File: src/rtl/tof_coinc_pkg.sv
package tof_coinc_pkg;

   // Adder arrangement for the population count.
   typedef enum int {
      POP_FLAT    = 0,
      POP_CHUNKED = 1
   } pop_style_e;

   // Wrapped index on a ring of n counters.
   function automatic int ring_idx(input int i, input int n);
      int r;
      r = i % n;
      if (r < 0) r = r + n;
      return r;
   endfunction

endpackage

File: src/rtl/tof_ring_coinc.sv
module tof_ring_coinc #(
   parameter int N_CNT = 88
) (
   input  logic [N_CNT-1:0] inner_i,
   input  logic [N_CNT-1:0] outer_i,
   output logic [N_CNT-1:0] coinc_o
);
   import tof_coinc_pkg::*;

   if (N_CNT < 3) begin : g_bad_ring
      $error("tof_ring_coinc: ring needs at least 3 counters");
   end

   for (genvar g = 0; g < N_CNT; g++) begin : g_cell
      localparam int LO = (g + N_CNT - 1) % N_CNT;
      localparam int HI = (g + 1) % N_CNT;
      assign coinc_o[g] = inner_i[g] & (outer_i[LO] | outer_i[HI]);
   end

endmodule

File: src/rtl/tof_popcount.sv
module tof_popcount #(
   parameter int N_BITS = 88,
   parameter int STYLE  = 1,
   parameter int CHUNK  = 8,
   localparam int CW    = $clog2(N_BITS + 1)
) (
   input  logic [N_BITS-1:0] bits_i,
   output logic [CW-1:0]     count_o
);
   import tof_coinc_pkg::*;

   if (CHUNK < 2) begin : g_bad_chunk
      $error("tof_popcount: CHUNK must be at least 2");
   end

   if (STYLE == POP_FLAT) begin : g_flat
      always_comb begin
         count_o = '0;
         for (int i = 0; i < N_BITS; i++)
            count_o = count_o + CW'(bits_i[i]);
      end
   end else begin : g_chunked
      localparam int NCH = (N_BITS + CHUNK - 1) / CHUNK;
      localparam int PW  = $clog2(CHUNK + 1);
      logic [PW-1:0] part [NCH];

      for (genvar c = 0; c < NCH; c++) begin : g_part
         localparam int LO  = c * CHUNK;
         localparam int LEN = ((LO + CHUNK) > N_BITS) ? (N_BITS - LO) : CHUNK;
         always_comb begin
            part[c] = '0;
            for (int j = 0; j < LEN; j++)
               part[c] = part[c] + PW'(bits_i[LO + j]);
         end
      end

      always_comb begin
         count_o = '0;
         for (int c = 0; c < NCH; c++)
            count_o = count_o + CW'(part[c]);
      end
   end

endmodule

File: src/rtl/tof_topology.sv
module tof_topology #(
   parameter int N_CNT    = 88,
   parameter int B2B_TOL  = 1
) (
   input  logic [N_CNT-1:0] valid_i,
   output logic             any_o,
   output logic             multi_o,
   output logic             b2b_o
);
   import tof_coinc_pkg::*;

   localparam int HALF = N_CNT / 2;

   if (N_CNT % 2 != 0) begin : g_bad_even
      $error("tof_topology: ring size must be even");
   end
   if (B2B_TOL < 0 || 2 * B2B_TOL >= HALF) begin : g_bad_tol
      $error("tof_topology: back-to-back tolerance out of range");
   end

   logic [N_CNT-1:0] opposite;

   for (genvar g = 0; g < N_CNT; g++) begin : g_opp
      logic [2*B2B_TOL:0] win;
      for (genvar t = 0; t <= 2 * B2B_TOL; t++) begin : g_win
         localparam int IDX = (g + HALF - B2B_TOL + t + N_CNT) % N_CNT;
         assign win[t] = valid_i[IDX];
      end
      assign opposite[g] = valid_i[g] & (|win);
   end

   assign any_o   = |valid_i;
   assign multi_o = |(valid_i & (valid_i - N_CNT'(1)));
   assign b2b_o   = |opposite;

endmodule

File: src/rtl/tof_coinc_counter.sv
module tof_coinc_counter #(
   parameter int N_CNT     = 88,
   parameter int B2B_TOL   = 1,
   parameter int POP_STYLE = 1,
   parameter int POP_CHUNK = 8,
   localparam int CW       = $clog2(N_CNT + 1)
) (
   input  logic             clk,
   input  logic             rst_n,
   input  logic [N_CNT-1:0] inner_hit_i,
   input  logic [N_CNT-1:0] outer_hit_i,
   output logic [CW-1:0]    count_o,
   output logic             any_o,
   output logic             multi_o,
   output logic             b2b_o
);

   // Stage 1: capture raw ring hits.
   logic [N_CNT-1:0] s1_inner, s1_outer;
   always_ff @(posedge clk or negedge rst_n) begin
      if (!rst_n) begin
         s1_inner <= '0;
         s1_outer <= '0;
      end else begin
         s1_inner <= inner_hit_i;
         s1_outer <= outer_hit_i;
      end
   end

   // Stage 2: per-counter coincidence.
   logic [N_CNT-1:0] coinc_c, s2_coinc;
   tof_ring_coinc #(.N_CNT(N_CNT)) u_coinc (
      .inner_i (s1_inner),
      .outer_i (s1_outer),
      .coinc_o (coinc_c)
   );

   always_ff @(posedge clk or negedge rst_n) begin
      if (!rst_n) s2_coinc <= '0;
      else        s2_coinc <= coinc_c;
   end

   // no inner or no outer hits cannot yield coincidences.
   a_r2_no_inner_no_coinc: assert property (@(posedge clk) disable iff (!rst_n)
      (s1_inner == '0) |=> (s2_coinc == '0));
   a_r9_no_outer_no_coinc: assert property (@(posedge clk) disable iff (!rst_n)
      (s1_outer == '0) |=> (s2_coinc == '0));

   // Stage 3: count and topology.
   logic [CW-1:0] cnt_c;
   logic          any_c, multi_c, b2b_c;

   tof_popcount #(.N_BITS(N_CNT), .STYLE(POP_STYLE), .CHUNK(POP_CHUNK)) u_pop (
      .bits_i  (s2_coinc),
      .count_o (cnt_c)
   );

   tof_topology #(.N_CNT(N_CNT), .B2B_TOL(B2B_TOL)) u_topo (
      .valid_i (s2_coinc),
      .any_o   (any_c),
      .multi_o (multi_c),
      .b2b_o   (b2b_c)
   );

   always_ff @(posedge clk or negedge rst_n) begin
      if (!rst_n) begin
         count_o <= '0;
         any_o   <= 1'b0;
         multi_o <= 1'b0;
         b2b_o   <= 1'b0;
      end else begin
         count_o <= cnt_c;
         any_o   <= any_c;
         multi_o <= multi_c;
         b2b_o   <= b2b_c;
      end
   end

   // Output consistency between the counter and the flag logic.
   a_r4_count_in_range: assert property (@(posedge clk) disable iff (!rst_n)
      count_o <= CW'(N_CNT));
   a_r5_any_matches_count: assert property (@(posedge clk) disable iff (!rst_n)
      any_o == (count_o != '0));
   a_r6_multi_matches_count: assert property (@(posedge clk) disable iff (!rst_n)
      multi_o == (count_o >= CW'(2)));
   a_r7_b2b_needs_two: assert property (@(posedge clk) disable iff (!rst_n)
      b2b_o |-> multi_o);
   a_r8_empty_stage_clears_count: assert property (@(posedge clk) disable iff (!rst_n)
      (s2_coinc == '0) |=> (count_o == '0));

endmodule

File: config.mk
export PLATFORM = sky130hd
export DESIGN_NAME = tof_coinc_counter
export DESIGN_NICKNAME = d
export VERILOG_FILES = /design/src/rtl/tof_coinc_pkg.sv /design/src/rtl/tof_ring_coinc.sv /design/src/rtl/tof_popcount.sv /design/src/rtl/tof_topology.sv /design/src/rtl/tof_coinc_counter.sv
export SDC_FILE = /design/constraint.sdc
export NUM_CORES = 1
export LEC_CHECK = 0
export BUFFER_PORTS_ARGS = -buffer_cell sky130_fd_sc_hd__buf_4
export CAP_MARGIN = 20
export CORE_MARGIN = 2
export CORE_UTILIZATION = 52
export CTS_CLUSTER_DIAMETER = 120
export DETAILED_ROUTE_END_ITERATION = 6
export GPL_TIMING_DRIVEN = 0
export MAX_ROUTING_LAYER = met4
export PLACE_DENSITY = 0.82
export SETUP_SLACK_MARGIN = 0.05
export SYNTH_ARGS = -nofsm -noshare
export SYNTH_HDL_FRONTEND = slang
export SYNTH_SLANG_ARGS = --single-unit
File: constraint.sdc
create_clock -name clk -period 7.2 [get_ports clk]
set_input_delay 1.44 -clock clk [delete_from_list [all_inputs] [get_ports clk]]
set_output_delay 1.44 -clock clk [all_outputs]
set_load 0.02 [all_outputs]
-- Word level (Yosys, flattened, before mapping)
Index checks and enable logic that the tools add are counted.
- register bits after elaboration: 274
- logic and storage cells: 451
- output and inout port bits: 10
- input port bits: 178
- bitwise operators: 265
- add/subtract/negate cells: 88
- reduce and logical (&&, ||, !) cells: 91
- operators by type and width (kind ; number):
    4-bit by 1-bit adder with 4-bit output ; 66
    3-bit OR reduction ; 88
    88-bit OR reduction ; 3
    1-bit bitwise AND ; 176
    88-bit bitwise AND ; 1
    1-bit OR ; 88
    88-bit by 1-bit subtractor with 88-bit output (second input constant) ; 1
    7-bit by 4-bit adder with 7-bit output ; 9
    1-bit by 1-bit adder with 2-bit output ; 11
    4-bit by 4-bit adder with 5-bit output ; 1

-- Logic depth before layout (Yosys ltp)
- depth in word-level cells: 17
- depth in mapped cells: 28
- mapped depth without buffers: 27

-- Cells and area by module
Synthesis repeated with hierarchy kept, for this count alone.
- cells, all modules: 960
- area, all modules: 12100.4 µm²
- modules (own cells, without submodules) (module ; times used ; cells each ; area an instance (µm²) ; sequential area each (µm²)):
    tof_coinc_counter ; 1 ; 274 ; 6856.6 ; 6856.6
    tof_popcount ; 1 ; 219 ; 2304.7 ; 0.0
    tof_topology ; 1 ; 379 ; 2278.4 ; 0.0
    tof_ring_coinc ; 1 ; 88 ; 660.6 ; 0.0

-- Least setup slack after synthesis
OpenSTA, ideal clock, no wires.
- path kind: register -> register
- start point: register s2_coinc[8]
- end point: register count_o[6]
- required time: 7120 ps
- stages on the path, launching flop included: 28
- setup slack: -16 ps
- arrival time: 7136 ps
- cell sequence: dfrtp_1 > clkbuf_1 > inv_1 > ha_1 > inv_1 > fa_1 > fa_1 > fa_1 > fa_1 > inv_1 > ha_1 > a21o_1 > a21oi_1 > xnor2_1 > fa_1 > inv_1 > fa_1 > fa_1 > inv_1 > fa_1 > inv_1 > fa_1 > inv_1 > ha_1 > a21oi_1 > o21bai_1 > a21oi_1 > xnor2_1
- longest elaborated chain between the ends: 17
- ends and longest elaborated chain (item ; line ; source):
    start: declaration ; tof_coinc_counter.sv:31 ; logic [N_CNT-1:0] coinc_c, s2_coinc;
    start signal: assignment ; tof_coinc_counter.sv:40 ; else s2_coinc <= coinc_c;
    1-bit by 1-bit adder with 2-bit output ; tof_popcount.sv:33 ; part[c] = part[c] + PW'(bits_i[LO + j]);
    4-bit by 1-bit adder with 4-bit output (6 in a row) ; tof_popcount.sv:33 ;
    4-bit by 4-bit adder with 5-bit output ; tof_popcount.sv:40 ; count_o = count_o + CW'(part[c]);
    7-bit by 4-bit adder with 7-bit output (9 in a row) ; tof_popcount.sv:40 ;
    net cnt_c[6] ; tof_coinc_counter.sv:50 ; logic [CW-1:0] cnt_c;
    end signal: assignment ; tof_coinc_counter.sv:72 ; count_o <= cnt_c;
    end: declaration ; tof_coinc_counter.sv:12 ; output logic [CW-1:0] count_o,
The timed path passes the listed nets, and every way through them passes these cells.

-- Worst setup path after layout
Ends and elaborated chain as after synthesis.

==> flow_metrics.env <==
export IMPL_clk_pin_slew_ns=0.06
export IMPL_netlist_instances=1120
export IMPL_crit_buf_inv=6
export IMPL_synth_area_leaders="dfrtp_1, fa_1, ha_1, o21a_1, inv_1"
export IMPL_area_growth_syn_to_layout_pct=22.6
export IMPL_placed_cell_area_um2=15200
export IMPL_seq_area_um2=6860
export IMPL_final_area_um2=16300
export IMPL_synth_compound_area_share_pct=13.8
export IMPL_synth_adder_area_share_pct=17.1
export IMPL_synth_edf_count=0
export IMPL_synth_common_cells="dfrtp_1, inv_1, o21a_1"
export IMPL_period_share_pct=97.5
export IMPL_gp_congestion=1.07
export IMPL_netlist_area_um2=13300
export IMPL_multi_input_area_um2=5760
export IMPL_maxSlewHeadroom_pct=33.5
export IMPL_leakagePower_nw=7.57
export IMPL_outcome="completed"
export IMPL_stdcell_count=1698
export IMPL_fp_dieH_um=164
export IMPL_initial_utilization_pct=52.9
export IMPL_synth_top_family_by_area="adder cells"
export IMPL_crit_arrival_ns=7.50
export IMPL_max_stage_delay_ns=0.58
export IMPL_seq_area_frac_synth_pct=51.6
export IMPL_place_inst=1640
export IMPL_maxCapViolCount=0
export IMPL_antenna_cells=0
export IMPL_r2r_start="s2_coinc[8]"
export IMPL_grt_total_usage_pct=36.0
export IMPL_grt_util_met1_pct=47.8
export IMPL_crit_family="adder cells"
export IMPL_antenna_found_initial=0
export IMPL_cts_made_buffers=27
export IMPL_portBuffers=187
export IMPL_start_kind="flop"
export IMPL_async_reset_ff_share_pct=100
export IMPL_path_class="reg2reg"
export IMPL_clock_sinks=274
export IMPL_cts_hold_buffers=0
export IMPL_rsz0062_at_grt="yes"
export IMPL_clk_path_buf_depth=3
export IMPL_clock_fmax_mhz=142
export IMPL_root_buffer="clkbuf_16"
export IMPL_drt_iter0_drc=970
export IMPL_synth_flop_cell="dfrtp_1"
export IMPL_synth_area_leader_cell="dfrtp_1"
export IMPL_cts_tree="yes"
export IMPL_synth_top_area_share_pct=51.6
export IMPL_gr_total_overflow=0
export IMPL_die_w_um=164
export IMPL_h_tree_depth=1
export IMPL_ant_nets=0
export IMPL_grt_pass1_wl_mm=67.7
export IMPL_reg2reg_slack_ns=0.18
export IMPL_worst_setup_path_end_kind="flop"
export IMPL_holdCritPathClass="reg2reg"
export IMPL_nFillCells=1924
export IMPL_first_global_vias=10800
export IMPL_crit_start="s2_coinc[8]"
export IMPL_synth_xor_area_share_pct=1.19
export IMPL_vias_per_cell=6.02
export IMPL_drt_pass1_iterations=6
export IMPL_coreArea_um2=25100
export IMPL_ys_ff_latch=274
export IMPL_required_ns=7.67
export IMPL_wire_per_inst_um=27.0
export IMPL_finClkSkew_ns=0.0124
export IMPL_crit_path_cell_trace="clkbuf_8 -> inv_4 -> ha_4 -> inv_2 -> fa_1 -> fa_1 -> fa_2 -> fa_2 -> inv_2 -> fa_2 -> inv_1 -> fa_2 -> fa_1 -> fa_2 -> fa_1 -> fa_1 -> inv_1 -> ha_1 -> a21o_1 -> a21oi_4 -> o21bai_1 -> a21oi_2 -> xnor2_1"
export IMPL_finish_utilization_pct=64.9
export IMPL_synth_most_common_cell="dfrtp_1"
export IMPL_final_hold_violation_count=0
export IMPL_wl_mm=45.9
export IMPL_busiest_layer="met2"
export IMPL_cp_max_fo=2
export IMPL_tightest_slew_ns=0.989
export IMPL_tns_ns=0
export IMPL_syn_avg_cell_area_um2=11.9
export IMPL_clock_latency_ns=0.54
export IMPL_grt_max_degree=133
export IMPL_muxShareOfSynthArea_pct=0
export IMPL_route_detailed_drc=0
export IMPL_power_density_nw_per_um2=564
export IMPL_ys_warn_count=0
export IMPL_use_met3_pct=6.87
export IMPL_use_met2_pct=55.2
export IMPL_synth_simple_area_share_pct=10.5
export IMPL_rows=58
export IMPL_finalSetupViolCount=0
export IMPL_num_vias=10200
export IMPL_mappedNetlistNets=1435
export IMPL_min_from="s1_inner[1]"
export IMPL_final_nets=1662
export IMPL_io_pins=188
export IMPL_finalMaxSlewViolations=0
export IMPL_drive_above_1_share_pct=22.1
export IMPL_crit_slowest_cell="fa_2"
export IMPL_dieArea_um2=26900
export IMPL_period_minus_slack_ns=7.02
export IMPL_ir_drop_v=0.00366
export IMPL_dp_final_hpwl_mm=35.0
export IMPL_synth_distinct_cells=62
## what timing repair did
item | CTS | global route
pin swaps | 5 | 33
buffers inserted | 5 | 4
resized for setup | 13 | 17
setup endpoints to repair | 4 | 3
## worst register-to-register path, cell delays in order, from the launching register on
cell      delay [ns]
dfrtp_1         0.37
clkbuf_8        0.15
inv_4           0.03
ha_4            0.25
inv_2           0.03
fa_1            0.48
fa_1            0.51
fa_2            0.39
fa_2            0.58
inv_2           0.05
fa_2            0.52
inv_1           0.07
fa_2            0.55
fa_1            0.45
fa_2            0.38
fa_1            0.49
fa_1            0.52
inv_1           0.07
ha_1            0.28
a21o_1          0.23
a21oi_4         0.19
o21bai_1        0.11
a21oi_2         0.15
xnor2_1         0.12
## area by class of cell
cell class / count / share of cell area (%)
multi-input combinational: 646 / 35.3
tap: 330 / 2.53
clock buffer: 37 / 4.81
sequential: 274 / 42.1
clock inverter: 13 / 1.01
inverter: 181 / 4.18
timing repair buffer: 199 / 9.44
buffer: 18 / 0.599
## registers in the layout, indices dropped and copies added, names as in the netlist
signal,flops
s1_inner,88
s1_outer,88
s2_coinc,88
count_o,7
any_o,1
b2b_o,1
multi_o,1
## routing by layer
| layer | part of all wire, % | vias to the layer above | routed length, µm |
|---|---|---|---|
| li1 | - | 4352 | - |
| met1 | 41 | 5184 | 18600 |
| met2 | 46 | 569 | 21200 |
| met3 | 8.6 | 124 | 3960 |
| met4 | 4.6 | 0 | 2110 |
| met5 | 0 | - | 0 |
## worst paths after layout
| check | endpoint | cells after the start |
|---|---|---|
| hold reg to reg | s2_coinc[1] | 1 |
| min in group asynchronous | s1_outer[77] | 1 |
| setup / recovery | count_o[6] | 23 |
| max in group asynchronous | s2_coinc[23] | 3 |
| hold / removal | s2_coinc[1] | 1 |
| setup reg to reg | count_o[6] | 23 |
## cells in the final DEF, fill, tap and decap left out, types with 6 or more instances in the layout
master	n
inv_1	174
and3_1	6
nor4_1	30
clkbuf_1	14
clkbuf_8	8
fa_1	68
o41ai_1	6
ha_1	59
xor2_1	8
a21o_1	10
xnor2_1	8
nand2_1	22
nor2_1	31
or4_1	7
or2_2	6
nand4_1	22
o31ai_1	29
o2111ai_1	14
dfrtp_1	271
a22oi_1	6
nor3_1	36
nor2b_1	11
o21a_1	94
o22ai_1	9
clkbuf_16	27
fa_2	6
a21oi_1	16
or3_1	6
nand3_1	22
o21ai_0	41
inv_2	6
buf_4	195
## metrics by stage
step / hold slack (ns) / setup WS, ns / power (W)
detailed placement: 0.439 / -0.429 / 0.00621
finish: 0.455 / 0.177 / 0.00919
global placement: 0.438 / -0.310 / 0.00595
global route: 0.473 / -0.0551 / 0.00995
floorplan: 0.433 / 0.0751 / 0.00516
CTS: 0.456 / 0.0299 / 0.00838
## power by group
part / total (W) / switching (W) / internal, W
clock: 0.00147 / 0.000591 / 0.000874
sequential: 0.00187 / 0.000118 / 0.00175
combinational: 0.00586 / 0.00295 / 0.00291
total: 0.00919 / 0.00366 / 0.00553
## kinds of logic (layout without fill, tap and decap cells)
family | after synthesis | count (layout)
DFF | 274 | 274
AOI/OAI and AO/OA | 260 | 260
and+or+nand+nor | 230 | 230
buffers and inverters | 200 | 448
adders and majority gates | 138 | 138
xor gates and xnor gates | 18 | 18
No activity file was read; power rests on OpenSTA's default activity.
